**config.mk**
```make
export PLATFORM = sky130hd
export DESIGN_NAME = dbrk_matcher
export DESIGN_NICKNAME = d
export VERILOG_FILES = /design/src/rtl/dbrk_pkg.sv /design/src/rtl/dbrk_pair.sv /design/src/rtl/dbrk_pick.sv /design/src/rtl/dbrk_matcher.sv
export SDC_FILE = /design/constraint.sdc
export NUM_CORES = 1
export LEC_CHECK = 0
export BUFFER_PORTS_ARGS = -buffer_cell sky130_fd_sc_hd__buf_2
export CELL_PAD_IN_SITES_DETAIL_PLACEMENT = 0
export CELL_PAD_IN_SITES_GLOBAL_PLACEMENT = 1
export CORE_ASPECT_RATIO = 1.25
export CORE_MARGIN = 2
export CORE_UTILIZATION = 30
export DETAILED_ROUTE_END_ITERATION = 6
export PLACE_DENSITY = 0.61
export SLEW_MARGIN = 20
export SYNTH_ARGS = -nofsm -noshare
export SYNTH_HDL_FRONTEND = slang
export SYNTH_SLANG_ARGS = --single-unit
```
**constraint.sdc**
```tcl
create_clock -name clk -period 5.9 [get_ports clk]
set_input_delay 0.295 -clock clk [delete_from_list [all_inputs] [get_ports clk]]
set_output_delay 0.295 -clock clk [all_outputs]
set_load 0.01 [all_outputs]
```
**src/rtl/dbrk_pkg.sv**
```systemverilog
`timescale 1ns/1ps
package dbrk_pkg;
  // control word field positions (decoded by the pair logic)
  localparam int CTRL_ST_BIT = 31;
  localparam int CTRL_LD_BIT = 30;

  typedef enum logic {
    SEL_ADDR = 1'b0,
    SEL_CTRL = 1'b1
  } reg_sel_e;
endpackage

```
**src/rtl/dbrk_pair.sv**
```systemverilog
`timescale 1ns/1ps
module dbrk_pair
  import dbrk_pkg::*;
#(
  parameter int DW     = 32,
  parameter int MASK_W = 6,
  parameter int SIZE_W = 2
) (
  input  logic              clk,
  input  logic              rst_n,
  input  logic              wr_en_i,
  input  logic              wr_sel_i,
  input  logic [DW-1:0]     wr_data_i,
  input  logic              acc_valid_i,
  input  logic [DW-1:0]     acc_addr_i,
  input  logic [SIZE_W-1:0] acc_size_i,
  input  logic              acc_store_i,
  output logic              hit_o
);
  localparam int KW = $clog2(MASK_W + 1);
  localparam logic [DW-1:0] REL_BITS =
    {2'b11, {(DW-2-MASK_W){1'b0}}, {MASK_W{1'b1}}};

  logic [DW-1:0] addr_q, ctrl_q;
  logic [DW-1:0] arm_base;
  logic [KW-1:0] arm_k;
  logic          arm_ld, arm_st;

  logic [KW-1:0] new_k;
  logic          ctrl_diff;
  logic          enabled_now;

  // width of the don't-care range after truncation at the first zero
  always_comb begin
    int  ones;
    logic run;
    ones = 0;
    run  = 1'b1;
    for (int b = MASK_W - 1; b >= 0; b--) begin
      if (run && wr_data_i[b]) ones = ones + 1;
      else                     run  = 1'b0;
    end
    new_k = KW'(MASK_W - ones);
  end

  assign ctrl_diff   = |((ctrl_q ^ wr_data_i) & REL_BITS);
  assign enabled_now = ctrl_q[CTRL_ST_BIT] | ctrl_q[CTRL_LD_BIT];

  always_ff @(posedge clk or negedge rst_n) begin
    if (!rst_n) begin
      addr_q   <= '0;
      ctrl_q   <= '0;
      arm_base <= '0;
      arm_k    <= '0;
      arm_ld   <= 1'b0;
      arm_st   <= 1'b0;
    end else if (wr_en_i) begin
      if (wr_sel_i == SEL_CTRL) begin
        ctrl_q <= wr_data_i;
        if (ctrl_diff) begin
          arm_base <= addr_q;
          arm_k    <= new_k;
          arm_st   <= wr_data_i[CTRL_ST_BIT];
          arm_ld   <= wr_data_i[CTRL_LD_BIT];
        end
      end else begin
        addr_q <= wr_data_i;
        if (enabled_now && (wr_data_i != addr_q)) arm_base <= wr_data_i;
      end
    end
  end

  // comparator: ignore bits below the larger of region and access width
  logic [DW-1:0] care;
  logic          dir_ok, match;

  always_comb begin
    int dc;
    dc = (int'(arm_k) > int'(acc_size_i)) ? int'(arm_k) : int'(acc_size_i);
    for (int b = 0; b < DW; b++) care[b] = (b >= dc);
  end

  assign dir_ok = acc_store_i ? arm_st : arm_ld;
  assign match  = ((acc_addr_i ^ arm_base) & care) == '0;
  assign hit_o  = acc_valid_i & dir_ok & match;

  // an address write to a disabled pair leaves the armed base alone
  p_disabled_addr_hold_r9: assert property (@(posedge clk) disable iff (!rst_n)
    (wr_en_i && wr_sel_i == SEL_ADDR && !enabled_now) |=> $stable(arm_base));

  // a control write touching only the unused bits keeps the armed setting
  p_ctrl_unused_hold_r9: assert property (@(posedge clk) disable iff (!rst_n)
    (wr_en_i && wr_sel_i == SEL_CTRL &&
     ((ctrl_q ^ wr_data_i) & REL_BITS) == '0)
    |=> ($stable(arm_k) && $stable(arm_ld) && $stable(arm_st)));

  // the truncated don't-care width never exceeds the field
  p_k_range_r4: assert property (@(posedge clk) disable iff (!rst_n)
    int'(arm_k) <= MASK_W);

  // leaving reset, the pair is disarmed
  p_reset_disarmed_r1: assert property (@(posedge clk) disable iff (!rst_n)
    $rose(rst_n) |-> (!arm_ld && !arm_st));
endmodule

```
**src/rtl/dbrk_pick.sv**
```systemverilog
`timescale 1ns/1ps
module dbrk_pick #(
  parameter int N = 2
) (
  input  logic         clk,
  input  logic         rst_n,
  input  logic [N-1:0] req_i,
  output logic [N-1:0] gnt_o
);
  // isolate the lowest set bit
  assign gnt_o = req_i & (~req_i + N'(1));

  // at most one pair is reported
  p_onehot_r7: assert property (@(posedge clk) disable iff (!rst_n)
    $onehot0(gnt_o));

  // a report exists exactly when some pair matched
  p_any_r7: assert property (@(posedge clk) disable iff (!rst_n)
    (|req_i) == (|gnt_o));
endmodule

```
**src/rtl/dbrk_matcher.sv**
```systemverilog
`timescale 1ns/1ps
module dbrk_matcher
  import dbrk_pkg::*;
#(
  parameter int NPAIR  = 2,
  parameter int DW     = 32,
  parameter int MASK_W = 6,
  parameter int SIZE_W = 2,
  localparam int IDX_W = (NPAIR > 1) ? $clog2(NPAIR) : 1
) (
  input  logic              clk,
  input  logic              rst_n,
  input  logic              cfg_we,
  input  logic [IDX_W-1:0]  cfg_idx,
  input  logic              cfg_sel,
  input  logic [DW-1:0]     cfg_wdata,
  input  logic              acc_valid,
  input  logic [DW-1:0]     acc_addr,
  input  logic [SIZE_W-1:0] acc_size,
  input  logic              acc_store,
  output logic [NPAIR-1:0]  brk_vec,
  output logic              brk_hit
);
  logic [NPAIR-1:0] raw_hit;

  for (genvar i = 0; i < NPAIR; i++) begin : g_pair
    logic sel_this;
    assign sel_this = cfg_we && (cfg_idx == IDX_W'(i));

    dbrk_pair #(
      .DW     (DW),
      .MASK_W (MASK_W),
      .SIZE_W (SIZE_W)
    ) u_pair (
      .clk         (clk),
      .rst_n       (rst_n),
      .wr_en_i     (sel_this),
      .wr_sel_i    (cfg_sel),
      .wr_data_i   (cfg_wdata),
      .acc_valid_i (acc_valid),
      .acc_addr_i  (acc_addr),
      .acc_size_i  (acc_size),
      .acc_store_i (acc_store),
      .hit_o       (raw_hit[i])
    );
  end

  dbrk_pick #(.N(NPAIR)) u_pick (
    .clk   (clk),
    .rst_n (rst_n),
    .req_i (raw_hit),
    .gnt_o (brk_vec)
  );

  assign brk_hit = |brk_vec;

  // no access, no hit
  p_valid_gate_r10: assert property (@(posedge clk) disable iff (!rst_n)
    !acc_valid |-> !brk_hit);
endmodule

```
== Word level (Yosys, flattened, before mapping) ==
Index checks and enable logic that the tools add are counted.

* Logic and storage cells: 150
* Bits in registers: 202
* Output and inout bits: 3
* Bits of input ports: 73

* Order comparisons: 66
* Bitwise operators: 16
* Multiplexer cells: 21
* Add/subtract/negate cells: 7
* Reduce and logical (&&, ||, !) cells: 24
* Eq/ne operators: 4

{| class="wikitable"
|+ Operators by type and width
! kind !! count
|-
| $ge A6 B32 Y1 const A || 32
|-
| $ge A5 B32 Y1 const A || 16
|-
| $ge A4 B32 Y1 const A || 8
|-
| $mux W32 || 6
|-
| $ge A3 B32 Y1 const A || 4
|-
| $xor A32 B32 Y32 || 4
|-
| $and A32 B32 Y32 || 2
|-
| $ge A1 B32 Y1 const A || 2
|-
| $ge A2 B32 Y1 const A || 2
|-
| $logic_not A32 Y1 || 2
|-
| $ne A32 B32 Y1 || 2
|-
| $mux W3 || 7
|-
| $reduce_or A8 Y1 || 2
|-
| $add A3 B2 Y3 const B || 4
|-
| $reduce_and A3 Y1 || 4
|-
| $logic_and A1 B1 Y1 || 9
|-
| $mux W1 || 8
|-
| $reduce_and A2 Y1 || 4
|-
| $gt A3 B2 Y1 || 2
|-
| $and A1 B1 Y1 || 4
|-
| $ne A2 B1 Y1 const B || 2
|-
| $reduce_bool A2 Y1 || 2
|-
| $sub A2 B3 Y3 const A || 1
|-
| $add A1 B1 Y2 const B || 1
|-
| 6 further kinds || 8
|}

== Depth between registers and ports, before layout ==
* Word-level depth: 12
* Depth in mapped cells: 18
* Gate-level depth less buffers: 16

== Modules after synthesis ==
From an unflattened synthesis, not the netlist that was laid out.

* Cells, all modules: 1,083
* Area total of the unflattened synthesis: 10,631.4 µm²

{| class="wikitable"
|+ Modules (own cells, without submodules)
! module !! cells an instance !! seq. area each (µm²) !! area an instance (µm²) !! instances
|-
| dbrk_pair || 539 || 1,926.8 || 5,293.8 || 2
|-
| dbrk_matcher || 3 || 0.0 || 22.5 || 1
|-
| dbrk_pick || 2 || 0.0 || 21.3 || 1
|}

== Worst setup path after synthesis ==
Ideal clock, no wire load.

* Path type: input to register
* Start: in cfg_wdata[4]
* End: reg g_pair[1].u_pair.arm_k[2]
* Setup time: 0.128 ns
* Arrival: 2.954 ns
* Data required time: 5.772 ns
* Path buffers: 2
* Cell stages on the path: 18
* Path slack: 2.818 ns
* Path through: buf_2 > clkbuf_1 > nand2_1 > inv_1 > ha_1 > nor2_1 > nor2_1 > ha_1 > mux2i_1 > a31oi_1 > ha_1 > mux2i_1 > nand2_1 > o21ai_0 > a31oi_1 > ha_1 > xnor2_1 > mux2_1

* Longest elaborated chain between the ends: 11
* Elaborated cells between the ends (all ways): 22
* Those cells by class: add/sub: 5; mux: 9; bitwise: 1; reduce/logical: 7

{| class="wikitable"
|+ RTL lines
! element !! line !! text
|-
| start, declared || dbrk_matcher.sv:16 || <nowiki>input logic [DW-1:0] cfg_wdata,</nowiki>
|-
| $logic_and A1 B1 Y1 || dbrk_pair.sv:40 || <nowiki>if (run && wr_data_i[b]) ones = ones + 1;</nowiki>
|-
| $mux W3 / $mux W1 (equally long branches) || dbrk_pair.sv:40 ||
|-
| $add A3 B2 Y3 / $logic_and A1 B1 Y1 (equally long branches) || dbrk_pair.sv:40 ||
|-
| $mux W3 / $mux W1 (equally long branches) || dbrk_pair.sv:40 ||
|-
| $add A3 B2 Y3 / $logic_and A1 B1 Y1 (equally long branches) || dbrk_pair.sv:40 ||
|-
| $mux W3 / $mux W1 (equally long branches) || dbrk_pair.sv:40 ||
|-
| $add A3 B2 Y3 / $logic_and A1 B1 Y1 (equally long branches) || dbrk_pair.sv:40 ||
|-
| $mux W3 / $mux W1 (equally long branches) || dbrk_pair.sv:40 ||
|-
| $add A3 B2 Y3 / $logic_and A1 B1 Y1 (equally long branches) || dbrk_pair.sv:40 ||
|-
| $mux W3 || dbrk_pair.sv:40 ||
|-
| $sub A2 B3 Y3 || dbrk_pair.sv:43 || <nowiki>new_k = KW'(MASK_W - ones);</nowiki>
|-
| end signal, assigned || dbrk_pair.sv:62 || <nowiki>arm_k <= new_k;</nowiki>
|-
| end, declared || dbrk_pair.sv:26 || <nowiki>logic [KW-1:0] arm_k;</nowiki>
|}

Several ways; a longest one is shown, not always the timed one.
A chain may end at the register's enable or synchronous reset.

== Worst setup path after layout ==
* Start: reg g_pair[1].u_pair.arm_base[7]
* End: out brk_hit

* Longest elaborated chain between the ends: 8

{| class="wikitable"
|+ RTL lines
! element !! line !! text
|-
| start, declared || dbrk_pair.sv:25 || <nowiki>logic [DW-1:0] arm_base;</nowiki>
|-
| start signal, assigned || dbrk_pair.sv:61 || <nowiki>arm_base <= addr_q;</nowiki>
|-
| start signal, assigned || dbrk_pair.sv:68 || <nowiki>if (enabled_now && (wr_data_i != addr_q)) arm_base <= wr_data_i;</nowiki>
|-
| $xor A32 B32 Y32 * || dbrk_pair.sv:84 || <nowiki>assign match = ((acc_addr_i ^ arm_base) & care) == '0;</nowiki>
|-
| $and A32 B32 Y32 * || dbrk_pair.sv:84 ||
|-
| $logic_not A32 Y1 * || dbrk_pair.sv:84 ||
|-
| $and A1 B1 Y1 * || dbrk_pair.sv:85 || <nowiki>assign hit_o = acc_valid_i & dir_ok & match;</nowiki>
|-
| $not A2 Y2 || dbrk_pick.sv:11 || <nowiki>assign gnt_o = req_i & (~req_i + N'(1));</nowiki>
|-
| $add A2 B1 Y2 || dbrk_pick.sv:11 ||
|-
| $and A2 B2 Y2 * || dbrk_pick.sv:11 ||
|-
| $reduce_or A2 Y1 * || dbrk_matcher.sv:55 || <nowiki>assign brk_hit = |brk_vec;</nowiki>
|-
| end, declared || dbrk_matcher.sv:22 || <nowiki>output logic brk_hit</nowiki>
|}

Every way passes the cells marked *; elsewhere a longest branch is shown, timed or not.

==> impl_metrics.py <==
metrics = {
    "cts": {
        "clkLatencyLatePin_ps": 430,
        "cts_buffer_depth": 2,
        "cts_buffers": 17,
        "cts_root_buf": "clkbuf_16",
        "cts_resized": 0,
        "htree_num_levels": 4,
        "cts_tree": "built",
        "hold_buffers": 0,
        "clock-sinks": 154,
        "postCtsSetupRepairBufs": 0,
        "cts.clk_slew.worst_paths_ps": 60,
    },
    "layout": {
        "area_delta_synth_final_pct": 15.39,
        "fin_nets": 936,
        "design_area_mm2": 0.01023,
        "drive_gt1_share_pct": 24.77,
        "final_cell_mix": "dfrtp_1 (154), nand2_1 (113), xnor2_1 (75), buf_2 (74), xor2_1 (71)",
        "final_common_cell": "dfrtp_1",
    },
    "routing": {
        "routed-via-count": 5867,
        "wl_met2_um": 11890,
        "wl_met3_um": 867,
        "routed.top_layer": "met5",
        "drt-total-wl_um": 24720,
        "wl_per_cell_um": 19.54,
        "first_pass_iters": 5,
        "vias_per_cell": 4.638,
        "drt-met1-wl_um": 11380,
        "route.detailed.drc": 0,
        "drtIter0Drc": 257,
        "postRouteAntennaNets": 0,
    },
    "worst_setup_path": {
        "critPathRequiredTime_ps": 5610,
        "crit_path_max_fanout": 2,
        "start_kind": "register",
        "crit_type": "reg -> out",
        "critPathCaptureType": "output port",
        "crit_arrival_ps": 2800,
    },
    "power": {
        "p_int_uw": 2595,
        "p_leak_uw": 0.004323,
        "clockPowerShare_pct": 35.5,
        "p_sw_uw": 1086,
        "power_frac_seq_pct": 41.0,
        "p_per_area_mw_per_mm2": 359.9,
        "p_comb_share_pct": 23.5,
        "ir_drop_mv": 0.1490,
        "switching_share_pct": 29.50,
    },
    "timing": {
        "finalClockSkew_ps": 7.657,
        "min_period_ps": 3094,
        "slew_headroom_pct": 39.50,
        "whs_ps": -34.61,
        "max_slew.worst_pin.slew_ps": 907.5,
        "fin_crit_sh_pct": 52.44,
        "max_freq_mhz": 323.2,
        "fin_setup_tns_ps": 0,
        "hold_violations": 43,
        "rsz0062_at_grt": "false",
        "drv_slew": 0,
        "finalSetupViolCount": 0,
    },
    "die": {
        "fp.dieArea_mm2": 0.03094,
        "die_y_um": 196.2,
        "rows": 70,
        "die_x_um": 157.7,
        "num_io_pins": 76,
        "start_util_pct": 30.39,
        "design.core.area_mm2": 0.02917,
    },
    "synthesis": {
        "yosysSeqAreaShare_pct": 43.48,
        "synth-edff-count": 0,
        "synthArstFlopShare_pct": 100.0,
        "syn_area_mm2": 0.008864,
        "ys_warn_count": 0,
        "synth_top_family_by_area": "multiplexers",
        "yosys-mux-area-fraction_pct": 16.18,
        "synth_xor_area_share_pct": 14.43,
        "yosys.area_share.simple_pct": 13.14,
        "ys_ff_latch": 154,
        "postSynthCellCount": 799,
        "ys_types": 50,
        "synthAdderAreaFrac_pct": 1.242,
        "synth_nets": 880,
        "synth_ff_type": "dfrtp_1",
        "synth_compound_area_share_pct": 7.651,
        "syn_area_per_cell_um2": 11.09,
    },
    "global_routing": {
        "antenna_found_initial": 3,
        "overflow": 0,
        "grt_pass1_vias": 6073,
        "grt_usage_pct": 16.83,
        "grt_max_degree": 98,
        "grt_pass1_wl_um": 37800,
    },
    "place": {
        "dp_hpwl_um": 18030,
        "port_buffers": 75,
        "placed_area_mm2": 0.009525,
        "gp_congestion": 0.8001,
    },
    "flow_run": {
        "cap_violations": 0,
    },
    "run_status": {
        "violations": "negative hold slack",
        "status": "finished with violations",
    },
    "hold_path": {
        "hold_class": "in -> async",
    },
}
-- area by class of cell --
class                           instances  area (um^2)
Sequential cell                       154         3854
Clock buffer                           20        456.7
Antenna cell                            1        2.502
Tap cell                              396        495.5
Multi-Input combinational cell        588         4693
Inverter                               11        41.29
Clock inverter                         12        242.7
Fill cell                            2967        18940
Timing Repair Buffer                   83        441.7
-- through the flow --
| stage | instances | util, % | worst slack, ps | total power, uW |
|---|---|---|---|---|
| 2_1_floorplan | 799 | - | 2818 | 2107 |
| 3_3_place_gp | 1232 | 32.66 | 2639 | 2393 |
| 3_5_place_dp | 1232 | 32.66 | 2553 | 2410 |
| 4_1_cts | 1264 | 35.06 | 2706 | 3730 |
| 5_1_grt | 1264 | 35.06 | 2658 | 3870 |
| 6_report | 1265 | 35.07 | 2806 | 3681 |
-- state kept, by name, summed over array words and instances (netlist names) --
name	flops
g_pair.u_pair.addr_q	64
g_pair.u_pair.arm_base	64
g_pair.u_pair.ctrl_q	16
g_pair.u_pair.arm_k	6
g_pair.u_pair.arm_ld	2
g_pair.u_pair.arm_st	2
-- metal layers --
| metal | up-vias | track usage, % |
|---|---|---|
| met5 | - | 0 |
| met4 | 4 | 5.859 |
| met3 | 27 | 3.667 |
| met2 | 94 | 27.68 |
| met1 | 2856 | 21.73 |
| li1 | 2886 | - |
-- power by group through the flow --
stage | Clock, uW | Sequential (uW) | Combinational [uW]
2_1_floorplan | 0 | 1460 | 649
3_3_place_gp | 0 | 1520 | 874
3_5_place_dp | 0 | 1530 | 885
4_1_cts | 1340 | 1510 | 888
5_1_grt | 1380 | 1540 | 952
6_report | 1310 | 1510 | 867
-- critical path, stage by stage (launching register included) --
cell	delay (ps)
dfrtp_1	390
xnor2_1	310
nand4_1	170
or4_1	550
nor4_1	380
o2111ai_1	230
a21bo_1	220
buf_2	120
-- final timing paths --
path                                                           from                                       end  slack [ps]  depth (start not counted)
max                        g_pair[1].u_pair.arm_base[7]$_DFFE_PN0P_                                   brk_hit        2810                          7
min                                                           rst_n   g_pair[0].u_pair.addr_q[15]$_DFFE_PN0P_         -30                          1
max reg2reg                 g_pair[1].u_pair.ctrl_q[30]$_DFFE_PN0P_  g_pair[1].u_pair.arm_base[9]$_DFFE_PN0P_        3260                          7
min reg2reg                     g_pair[1].u_pair.arm_st$_DFFE_PN0P_       g_pair[1].u_pair.arm_st$_DFFE_PN0P_         480                          1
max in group asynchronous                                     rst_n     g_pair[0].u_pair.arm_k[0]$_DFFE_PN0P_        4540                          2
min in group clk                                      cfg_wdata[15]   g_pair[1].u_pair.addr_q[15]$_DFFE_PN0P_         160                          2
-- synthesized netlist by cell type, types with 7 or more instances --
cell type    n  share of area [%]
mux2_2      32                4.1
dfrtp_1    154                 43
a31oi_2     30                4.2
nand4_1     20                1.4
ha_1         8                1.1
xor2_1      71                7.0
nand2_1    113                4.8
nor4_1      17                1.2
clkbuf_1    20               0.85
buf_2       11               0.62
mux2_4      30                5.1
nor3_1      33                1.9
xnor2_1     75                7.4
buf_6        8                1.0
o21ai_0      9               0.51
a21oi_1      9               0.51
nand2b_1    34                2.4
inv_1       10               0.42
o21ai_1     10               0.56
nor2_1       7               0.30
mux2_1      50                6.4
-- kinds of logic after synthesis --
family                     count (synthesis)
buffers and inverters                     57
and+or+nand+nor                          237
AOI/OAI and AO/OA                         78
DFF                                      154
xor gates and xnor gates                 146
adders and majority gates                  9
muxes                                    118
No activity file was read; power rests on OpenSTA's default activity.
